<file path="src/rtl/sb_pkg.sv">
`timescale 1ns/1ps
package sb_pkg;
  localparam int SB_UNITS = 4;
  localparam int SB_UNIT_W = $clog2(SB_UNITS);
  localparam int SB_REGS = 32;
  localparam int SB_REG_W = $clog2(SB_REGS);

  typedef logic [SB_REG_W-1:0] regIdx_t;

  typedef enum logic [SB_UNIT_W-1:0] {
    UNIT_INT = 2'd0,
    UNIT_ADD = 2'd1,
    UNIT_MUL = 2'd2,
    UNIT_DIV = 2'd3
  } unitClass_e;

  // strobes from the issue control to the flag datapath
  typedef struct packed {
    logic [SB_UNITS-1:0] setBusy;
    logic                setPend;
    regIdx_t             dest;
  } sbStrobe_t;
endpackage

</file>
<file path="src/rtl/sb_ctrl.sv">
`timescale 1ns/1ps
module sb_ctrl
  import sb_pkg::*;
(
  input  logic                clk,
  input  logic                rstN,
  input  logic                instValid,
  input  unitClass_e          instUnit,
  input  regIdx_t             instDest,
  input  regIdx_t             instSrcA,
  input  regIdx_t             instSrcB,
  input  logic [SB_UNITS-1:0] busyQ,
  input  logic [SB_REGS-1:0]  pendQ,
  output logic                issue,
  output logic                stall,
  output sbStrobe_t           strb
);
  logic unitHaz;
  logic rawHaz;
  logic wawHaz;
  logic anyHaz;
  logic [SB_UNITS-1:0] unitSel;

  always_comb begin
    unitHaz = busyQ[instUnit];
    rawHaz  = pendQ[instSrcA] | pendQ[instSrcB];
    wawHaz  = pendQ[instDest];
    anyHaz  = unitHaz | rawHaz | wawHaz;
    issue   = instValid & ~anyHaz;
    stall   = instValid & anyHaz;
  end

  genvar u;
  generate
    for (u = 0; u < SB_UNITS; u++) begin : g_sel
      assign unitSel[u] = (instUnit == unitClass_e'(u));
    end
  endgenerate

  always_comb begin
    strb.setBusy = issue ? unitSel : '0;
    strb.setPend = issue && (instDest != '0);
    strb.dest    = instDest;
  end


  excl_out_chk: assert property (@(posedge clk) disable iff (!rstN)
    !(issue && stall) && (instValid || (!issue && !stall)));

  unit_free_chk: assert property (@(posedge clk) disable iff (!rstN)
    issue |-> !busyQ[instUnit]);

  raw_free_chk: assert property (@(posedge clk) disable iff (!rstN)
    issue |-> !pendQ[instSrcA] && !pendQ[instSrcB]);

  waw_free_chk: assert property (@(posedge clk) disable iff (!rstN)
    issue |-> !pendQ[instDest]);
endmodule

</file>
<file path="src/rtl/sb_state.sv">
`timescale 1ns/1ps
module sb_state
  import sb_pkg::*;
(
  input  logic                clk,
  input  logic                rstN,
  input  sbStrobe_t           strb,
  input  logic                wbValid,
  input  regIdx_t             wbReg,
  input  logic [SB_UNITS-1:0] unitDone,
  output logic [SB_UNITS-1:0] busyQ,
  output logic [SB_REGS-1:0]  pendQ
);
  logic [SB_UNITS-1:0] busyNext;
  logic [SB_REGS-1:0]  pendNext;

  genvar u, r;
  generate
    for (u = 0; u < SB_UNITS; u++) begin : g_unit
      // set has priority over release
      assign busyNext[u] = strb.setBusy[u] | (busyQ[u] & ~unitDone[u]);
    end
    for (r = 0; r < SB_REGS; r++) begin : g_reg
      if (r == 0) begin : g_zero
        assign pendNext[r] = 1'b0;
      end else begin : g_live
        logic hitSet;
        logic hitClr;
        assign hitSet = strb.setPend && (strb.dest == regIdx_t'(r));
        assign hitClr = wbValid && (wbReg == regIdx_t'(r));
        assign pendNext[r] = hitSet | (pendQ[r] & ~hitClr);
      end
    end
  endgenerate

  always_ff @(posedge clk) begin
    if (!rstN) begin
      busyQ <= '0;
      pendQ <= '0;
    end else begin
      busyQ <= busyNext;
      pendQ <= pendNext;
    end
  end


  zero_reg_chk: assert property (@(posedge clk) disable iff (!rstN)
    !pendQ[0]);

  wb_clear_chk: assert property (@(posedge clk) disable iff (!rstN)
    wbValid && !(strb.setPend && strb.dest == wbReg) |=> !pendQ[$past(wbReg)]);

  pend_set_chk: assert property (@(posedge clk) disable iff (!rstN)
    strb.setPend |=> pendQ[$past(strb.dest)]);

  generate
    for (u = 0; u < SB_UNITS; u++) begin : g_uchk

      busy_set_chk: assert property (@(posedge clk) disable iff (!rstN)
        strb.setBusy[u] |=> busyQ[u]);

      busy_clr_chk: assert property (@(posedge clk) disable iff (!rstN)
        unitDone[u] && !strb.setBusy[u] |=> !busyQ[u]);
    end
  endgenerate
endmodule

</file>
<file path="src/rtl/issue_scoreboard.sv">
`timescale 1ns/1ps
module issue_scoreboard
  import sb_pkg::*;
(
  input  logic                clk,
  input  logic                rstN,
  input  logic                instValid,
  input  logic [SB_UNIT_W-1:0] instUnit,
  input  logic [SB_REG_W-1:0] instDest,
  input  logic [SB_REG_W-1:0] instSrcA,
  input  logic [SB_REG_W-1:0] instSrcB,
  input  logic                wbValid,
  input  logic [SB_REG_W-1:0] wbReg,
  input  logic [SB_UNITS-1:0] unitDone,
  output logic                issue,
  output logic                stall
);
  sbStrobe_t           strb;
  logic [SB_UNITS-1:0] busyQ;
  logic [SB_REGS-1:0]  pendQ;

  sb_ctrl u_ctrl (
    .clk       (clk),
    .rstN      (rstN),
    .instValid (instValid),
    .instUnit  (unitClass_e'(instUnit)),
    .instDest  (instDest),
    .instSrcA  (instSrcA),
    .instSrcB  (instSrcB),
    .busyQ     (busyQ),
    .pendQ     (pendQ),
    .issue     (issue),
    .stall     (stall),
    .strb      (strb)
  );

  sb_state u_state (
    .clk      (clk),
    .rstN     (rstN),
    .strb     (strb),
    .wbValid  (wbValid),
    .wbReg    (wbReg),
    .unitDone (unitDone),
    .busyQ    (busyQ),
    .pendQ    (pendQ)
  );
endmodule

</file>
<file path="config.mk">
export PLATFORM = sky130hd
export DESIGN_NAME = issue_scoreboard
export DESIGN_NICKNAME = d
export VERILOG_FILES = /design/src/rtl/sb_pkg.sv /design/src/rtl/sb_ctrl.sv /design/src/rtl/sb_state.sv /design/src/rtl/issue_scoreboard.sv
export SDC_FILE = /design/constraint.sdc
export NUM_CORES = 1
export LEC_CHECK = 0
export BUFFER_PORTS_ARGS = -buffer_cell sky130_fd_sc_hd__buf_2
export CORE_ASPECT_RATIO = 0.6
export CORE_MARGIN = 2
export CORE_UTILIZATION = 50
export DETAILED_ROUTE_END_ITERATION = 10
export MAX_ROUTING_LAYER = met4
export PLACE_DENSITY_LB_ADDON = 0.08
export SYNTH_ARGS = -nofsm -noshare
export SYNTH_HDL_FRONTEND = slang
export SYNTH_HIERARCHICAL = 1
export SYNTH_SLANG_ARGS = --single-unit
</file>
<file path="constraint.sdc">
create_clock -name clk -period 3.7 [get_ports clk]
set_clock_uncertainty 0.05 [all_clocks]
set_input_delay 0.555 -clock clk [delete_from_list [all_inputs] [get_ports clk]]
set_output_delay 0.555 -clock clk [all_outputs]
set_load 0.02 [all_outputs]
</file>
Word-level counts from Yosys, hierarchy flattened
Cells that the tools add are included.

Output and inout port bits: 2. Register bits: 36. Input port bits: 30.

Reductions and logical operators: 65. Bitwise gates (word level): 111. Eq/ne operators: 65. $lt $le $gt $ge: 4. Multiplexer cells: 9.

Operators with widths (number): 5-bit equality test, second input constant (32); 5-bit by 4-bit equality test with 1-bit output, second input constant (16); 1-bit logical AND (63); 5-bit by 3-bit equality test with 1-bit output, second input constant (8); 1-bit bitwise OR (38); 1-bit bitwise AND (37); 1-bit NOT (36); 5-bit by 2-bit equality test with 1-bit output, second input constant (4); 5-bit by 6-bit < comparator with 1-bit output, second input constant (3); 1-bit binary-select mux with 5-bit select (3); 5-bit by 1-bit equality test with 1-bit output, second input constant (2); 5-bit nonzero test (1); 2-bit equality test, second input constant (2); 1-bit two-way mux (4); 4-bit two-way mux (1); 2-bit by 3-bit < comparator with 1-bit output, second input constant (1); 1-bit binary-select mux with 2-bit select (1); 2-bit by 1-bit equality test with 1-bit output, second input constant (1); 2-bit zero test (1).

Depth between registers and ports, before layout
Gate-level depths: netlist (run 1).

Word-level depth: 10. Gate-level depth with buffers: 11.

Modules after synthesis
Netlist (run 1), hierarchy kept.

Modules (own cells, without submodules): sb_state (sequential area each 700.7 µm², area each 1571.5 µm², cells an instance 161, times used 1); sb_ctrl (sequential area each 0.0 µm², area each 1064.8 µm², cells an instance 127, times used 1).

Least setup slack after synthesis (run 1)
Ideal clock, no wire load.

Kind: in2reg. Start: input instSrcA[1]. End: register u_state.pendQ[4]. Library setup time: 0.061 ns. Buffers on the path: 3. Stages on the path: 11. Path slack: 0.529 ns. Required time: 3.589 ns. Arrival: 3.061 ns. Cell sequence: clkbuf_1 > buf_2 > mux2i_1 > a22oi_1 > a31oi_1 > o21ai_0 > or4_1 > buf_2 > a211oi_2 > nor4b_2 > a32o_1.

RTL lines: start: declaration (RTL line issue_scoreboard.sv:10) `input logic [SB_REG_W-1:0] instSrcA,`; end signal: assignment (RTL line sb_state.sv:42) `pendQ <= pendNext;`; end: declaration (RTL line sb_state.sv:12) `output logic [SB_REGS-1:0] pendQ`.

Final worst setup path (run 1)
Start: input instSrcB[0]. End: output stall.

Word-level cells in the longest chain between the ends: 6.

Ends and longest elaborated chain: start: declaration (RTL line issue_scoreboard.sv:11) `input logic [SB_REG_W-1:0] instSrcB,`; 1-bit binary-select mux with 5-bit select (RTL line sb_ctrl.sv:26) `rawHaz = pendQ[instSrcA] | pendQ[instSrcB];`; 1-bit two-way mux (not written as such) (RTL line sb_ctrl.sv:26); 1-bit bitwise OR (RTL line sb_ctrl.sv:26); 1-bit bitwise OR (2 in a row) (RTL line sb_ctrl.sv:28) `anyHaz = unitHaz | rawHaz | wawHaz;`; 1-bit bitwise AND (RTL line sb_ctrl.sv:30) `stall = instValid & anyHaz;`; end: declaration (RTL line issue_scoreboard.sv:16) `output logic stall`.

Every way passes these cells. The select of a mux whose other input is x is not followed.

==> flow_summary.toml, run 1 <==
[sta]
min_period_over_period_pct = 92.53
setup_slack_ns = 0.2766
setup_tns_ns = 0
relSlewSlack_pct = 46.86
report.final.slew_viol_count = 0
tightest_slew_ns = 0.7971
setup_viol = 0
rsz0062_at_grt = "no"
hold_viol = 0
timing.fmax_ghz = 0.2921
period_needed_ns = 3.423

[critical_path]
cpMaxStageDelayCell = "or4_1"
slowest_delay_ns = 0.60
cp-startpoint = "instSrcB[0]"
cp-end-kind = "primary output"
r2r-start = "u_state/pendQ[4]"
critPathBufInv = 3
critPathKind = "in -> out"
cp_cell_sequence = "buf_2, mux4_2, nor2b_1, a211oi_1, a211oi_1, or4_1, buf_4, and2_1, buf_2"
critPathRequiredTime_ns = 3.09
cp_top_family = "simple AND/OR/NAND/NOR gates"
cp_max_fo = 9
start_kind = "input port"
arrival_ns = 2.82

[floorplan]
die_h_um = 60.25
placeableCoreArea_um2 = 5080
dieArea_um2 = 5888
die_w_um = 97.74
start_util_pct = 51.90
num_io_pins = 32
std_cell_rows = 20

[detailed_routing]
drc = 0
final_antenna_net_count = 0
drt_pass1_iterations = 5
wl_per_cell_um = 20.51
drt-vias-per-instance = 6.577
drt_iter0_markers = 205
num_vias = 2427
routed_wl_um = 7570

[final_layout]
drive_gt1_share_pct = 18.81
regArea_um2 = 700.7
fillers = 486
instances_no_fill = 369
multiInputGateArea_um2 = 1747
area_growth_pct = 7.926
finalNetCount = 332
insertedDiodeCount = 0

[logic_synthesis]
synthesis.nets = 318
avgSynthCellArea_um2 = 9.154
ys_top_cells_by_area = "dfxtp_1, mux2i_1, a32o_1"
synth_top_area_cell = "dfxtp_1"
syn-cell-area_um2 = 2636
synth_top_cell_area_share_pct = 26.58
seq_area_frac_synth_pct = 26.58
synth_flop_cell = "dfxtp_1"
synth_edf_count = 0
ys_warn_count = 6
synth_common_cells = "dfxtp_1, mux2i_1, nand2_1, o21ai_0"
postSynthCellCount = 288
synth_seq_cells = 35
synth.most_common_cell = "dfxtp_1"
async_reset_ff_share_pct = 0
synth_cell_types = 45

[cts]
cts_hold_buf = 0
ctsResizeCount = 0
numCtsBuffers = 5
clockBufferDepth = 2
root_buffer = "clkbuf_8"
clock_latency_ns = 0.30
htreeDepth = 2
clk_pin_slew_ns = 0.08
cts_setup_buffers = 0
cts.sinks = 35
cts_tree = "done"

[placement]
portBuffers = 31
dp_hpwl_um = 5484
finalWeightedCongestion = 0.8915
placed_cells = 361
dp_slack_ns = 0.2349

[pwr]
power.density_nw_per_um2 = 319.9
p_leak_uw = 0.001112
max-vdd-ir-drop_uv = 193.1
power.total_uw = 910.1

[flow_run]
drv_cap = 0

[global_route]
grt_use_total_pct = 27.40
grt_pass1_vias = 2110
grt_pass1_wl_um = 11810
overflow = 0
antenna_found_initial = 0
grt_max_degree = 48

[worst_hold_path]
worstHoldStart = "unitDone[2]"
hold_path_class = "in -> reg"

[outcome]
outcome = "finished clean"
-- area by class of cell --
cell class                      count  area share (%)
Multi-Input combinational cell    219           61.39
Inverter                            8           1.055
Sequential cell                    35           24.63
Clock inverter                      3           1.627
Clock buffer                        5           2.419
Tap cell                           66           2.902
Timing Repair Buffer               33           5.981
-- flip-flops by register name (all words and copies together) (netlist names) --
name,flops
u_state/busyQ,4
u_state/pendQ,31
-- layer usage --
layer | up-vias | global-route usage [%] | wire [um]
met1 | 1164 | 42.55 | 3913
met2 | 108 | 31.82 | 2778
met5 | - | - | 0
li1 | 1147 | - | -
met4 | 0 | 7.540 | 80
met3 | 8 | 9.006 | 798
-- cell usage in the layout (no fill, tap or decap), drive strengths merged, types with 2 or more instances in the layout --
master and n:
dfxtp 35, mux2i 33, buf 33, nand2 23, o21ai 17, nand3 13
a32o 13, nor2b 11, nor2 10, o211ai 9, inv 9, mux4 9
a22oi 8, nand2b 8, nand4b 7, o311ai 7, a21oi 6, clkbuf 5
nand4 5, and4bb 5, o21a 4, a211oi 4, and2 3, nor4b 3
a31oi 2, nor3 2, nand3b 2, and3 2, and3b 2, and2b 2
-- stage by stage --
stage          utilization (%)  hold slack, ns  area (um2)
2_1_floorplan                -          0.4311        2636
4_1_cts                  56.01          0.4949        2845
3_3_place_gp             53.74          0.4974        2730
6_report                 56.01          0.5062        2845
5_1_grt                  56.01          0.5131        2845
3_5_place_dp             53.74          0.4879        2730
-- worst min-delay path, delay by kind of cell --
family | cells | cell delay, ns
AO/OA/AOI/OAI | 1 | 0.15
AND/OR/NAND/NOR | 1 | 0.03
buffers and inverters | 1 | 0.07
-- where the power goes --
| part | internal (uW) | leakage, uW | switching, uW |
|---|---|---|---|
| Sequential | 380 | 0.000282 | 4.60 |
| Combinational | 61.1 | 0.000775 | 96.9 |
| Clock | 203 | 0.0000548 | 164 |
-- cell families after synthesis --
| logic type | count (synthesis) | synth area share (%) |
|---|---|---|
| flip-flops | 35 | 26.58 |
| other | 1 | 0.1422 |
| AO/OA/AOI/OAI | 74 | 20.79 |
| buffers and inverters | 34 | 7.167 |
| multiplexers | 43 | 21.22 |
| AND/OR/NAND/NOR | 101 | 24.11 |
-- final timing paths --
check | endpoint | slack, ns | cells past startpoint
hold / removal | u_state/busyQ[2] | 0.51 | 3
setup reg to reg | u_state/pendQ[14] | 0.66 | 8
setup / recovery | stall | 0.28 | 9
hold reg to reg | u_state/pendQ[10] | 0.52 | 1
(Power assumes the default switching activity.)
==> run 2, diff against run 1 <==
--- a/config.mk
+++ b/config.mk
@@ -5,11 +5,12 @@
 export SDC_FILE = /design/constraint.sdc
 export NUM_CORES = 1
 export LEC_CHECK = 0
-export BUFFER_PORTS_ARGS = -buffer_cell sky130_fd_sc_hd__buf_2
+export ABC_AREA = 1
 export CORE_ASPECT_RATIO = 0.6
 export CORE_MARGIN = 2
 export CORE_UTILIZATION = 50
 export DETAILED_ROUTE_END_ITERATION = 10
+export DONT_BUFFER_PORTS = 1
 export MAX_ROUTING_LAYER = met4
 export PLACE_DENSITY_LB_ADDON = 0.08
 export SYNTH_ARGS = -nofsm -noshare
==> flow_summary.toml, run 2 <==
[sta]
hold_viol = 0
timing.fmax_ghz = 0.3868
setup_viol = 0
setup_slack_ns = 1.115
relSlewSlack_pct = 56.48
rsz0062_at_grt = "no"
tightest_slew_ns = 0.6470
report.final.slew_viol_count = 0
min_period_over_period_pct = 69.88
setup_tns_ns = 0
period_needed_ns = 2.585

[cts]
root_buffer = "clkbuf_8"
clock_latency_ns = 0.29
cts_setup_buffers = 0
clk_pin_slew_ns = 0.08
numCtsBuffers = 5
cts.sinks = 35
cts_tree = "done"
cts_hold_buf = 0
clockBufferDepth = 2
ctsResizeCount = 0
htreeDepth = 2

[pwr]
power.density_nw_per_um2 = 283.0
p_leak_uw = 0.001278
max-vdd-ir-drop_uv = 171.5

[final_layout]
area_growth_pct = -0.1289
largest_reg_flops = 31
reg.largest.list = "u_state/pendQ x31, u_state/busyQ x4"
largest_register = "u_state/pendQ"
drive_gt1_share_pct = 7.585
finalNetCount = 530
final_cell_mix = "nand2_1, nand3_1, inv_1, a21oi_1, dfxtp_1"
finalInstanceArea_um2 = 2909
instances_no_fill = 581
insertedDiodeCount = 0
fillers = 589
layout_commonest_cell = "nand2_1"

[floorplan]
dieArea_um2 = 6472
placeableCoreArea_um2 = 5597
start_util_pct = 52.05
std_cell_rows = 21
num_io_pins = 32
die_w_um = 102.5
die_h_um = 63.12

[logic_synthesis]
synth_compound_area_share_pct = 10.87
synth_edf_count = 0
synth_top_cell_area_share_pct = 25.52
muxShareOfSynthArea_pct = 0
avgSynthCellArea_um2 = 5.634
synth_flop_cell = "dfxtp_1"
async_reset_ff_share_pct = 0
synth_common_cells = "nand2_1, nand3_1, inv_1, a21oi_1, dfxtp_1"
synth_top_family_by_area = "simple AND/OR/NAND/NOR gates"
postSynthCellCount = 517
synth_top_area_cell = "nand2_1"
ys_warn_count = 6
ys_top_cells_by_area = "nand2_1, dfxtp_1, nand3_1"
synthAdderAreaFrac_pct = 0
synth_cell_types = 27
synth_seq_cells = 35
synthesis.nets = 547
synth.most_common_cell = "nand2_1"
syn-cell-area_um2 = 2913
synthSimpleGateAreaFrac_pct = 48.88
seq_area_frac_synth_pct = 24.05
synth_xor_area_share_pct = 0

[critical_path]
cp_cell_sequence = "inv_1, nand2_1, nand3_1, nand3_1, nand2_1, nand2_1, nand3_1, nand2_1, nor2_1, nand3_2, inv_1"
critPathKind = "in -> out"
critPathRequiredTime_ns = 3.09
arrival_ns = 1.98
slowest_delay_ns = 0.29
cp-end-kind = "primary output"
cpMaxStageDelayCell = "inv_1"
cp_max_fo = 25
critPathMostFrequentCell = "nand2_1"
start_kind = "input port"

[flow_run]
drv_cap = 0

[detailed_routing]
drt_iter0_markers = 342
drt-vias-per-instance = 5.460
drc = 0
drt_pass1_iterations = 6
wl_per_cell_um = 14.23
final_antenna_net_count = 0
routed_wl_um = 8265
num_vias = 3172

[global_route]
antenna_found_initial = 0
grt_pass1_wl_um = 14080
overflow = 0
grt.met1_usage_pct = 43.37
grt_pass1_vias = 2848
met2_usage_pct = 39.05
top_usage_layer = "met1"
met3_usage_pct = 4.772
grt_max_degree = 36
grt_use_total_pct = 28.41

[placement]
placed_cells = 573
dp_slack_ns = 1.040
portBuffers = 0
finalWeightedCongestion = 0.9589
dp_hpwl_um = 6469
dpl_cell_area_um2 = 2820

[worst_hold_path]
hold_path_class = "in -> reg"

[outcome]
outcome = "finished clean"
[run 2: worst max-delay path: cells and delay by family]
kind | cells | cell delay [ns]
simple gates | 9 | 0.93
buf+inv | 2 | 0.48
[run 2: cell type report]
class | instances | area, um2 | area share (%)
clock buffers | 5 | 68.82 | 2.366
clock inverters | 3 | 20.02 | 0.6882
multi-input cells | 388 | 1744 | 59.96
inverters | 69 | 267.8 | 9.204
well taps | 80 | 100.1 | 3.441
flip-flops and latches | 35 | 700.7 | 24.09
repair buffers | 1 | 7.507 | 0.2581
[run 2: kinds of logic after synthesis]
| group | count (synthesis) |
|---|---|
| flip-flops | 35 |
| buffers and inverters | 94 |
| other | 1 |
| AND/OR/NAND/NOR | 332 |
| AO/OA/AOI/OAI | 55 |
[run 2: where the power goes]
part | internal (uW) | total [uW] | switching [uW]
Clock | 131 | 286 | 155
Combinational | 48.7 | 157 | 108
Sequential | 379 | 381 | 1.62
[run 2: stage by stage]
step                total power [uW]  utilization (%)  hold WS (ns)
finish                         823.3            51.98        0.3975
floorplan                      538.4                -        0.3889
global placement               542.9            50.39        0.3991
global route                   865.1            51.98        0.4252
CTS                            826.4            51.98        0.3930
detailed placement             542.6            50.39        0.4016
[run 2: final timing paths]
path / from / to / slack [ns] / depth (start not counted)
worst max-delay path: instDest[0] / issue / 1.11 / 11
worst min-delay path: unitDone[1] / u_state/busyQ[1] / 0.40 / 3
worst max register to register: u_state/pendQ[31] / u_state/pendQ[6] / 1.41 / 15
worst min register to register: u_state/pendQ[25] / u_state/pendQ[25] / 0.41 / 2
[run 2: layer usage]
metal	up-vias	part of all wire (%)
met5	-	0
met4	0	0.41
met3	4	8.3
met2	154	40
met1	1429	51
li1	1585	-
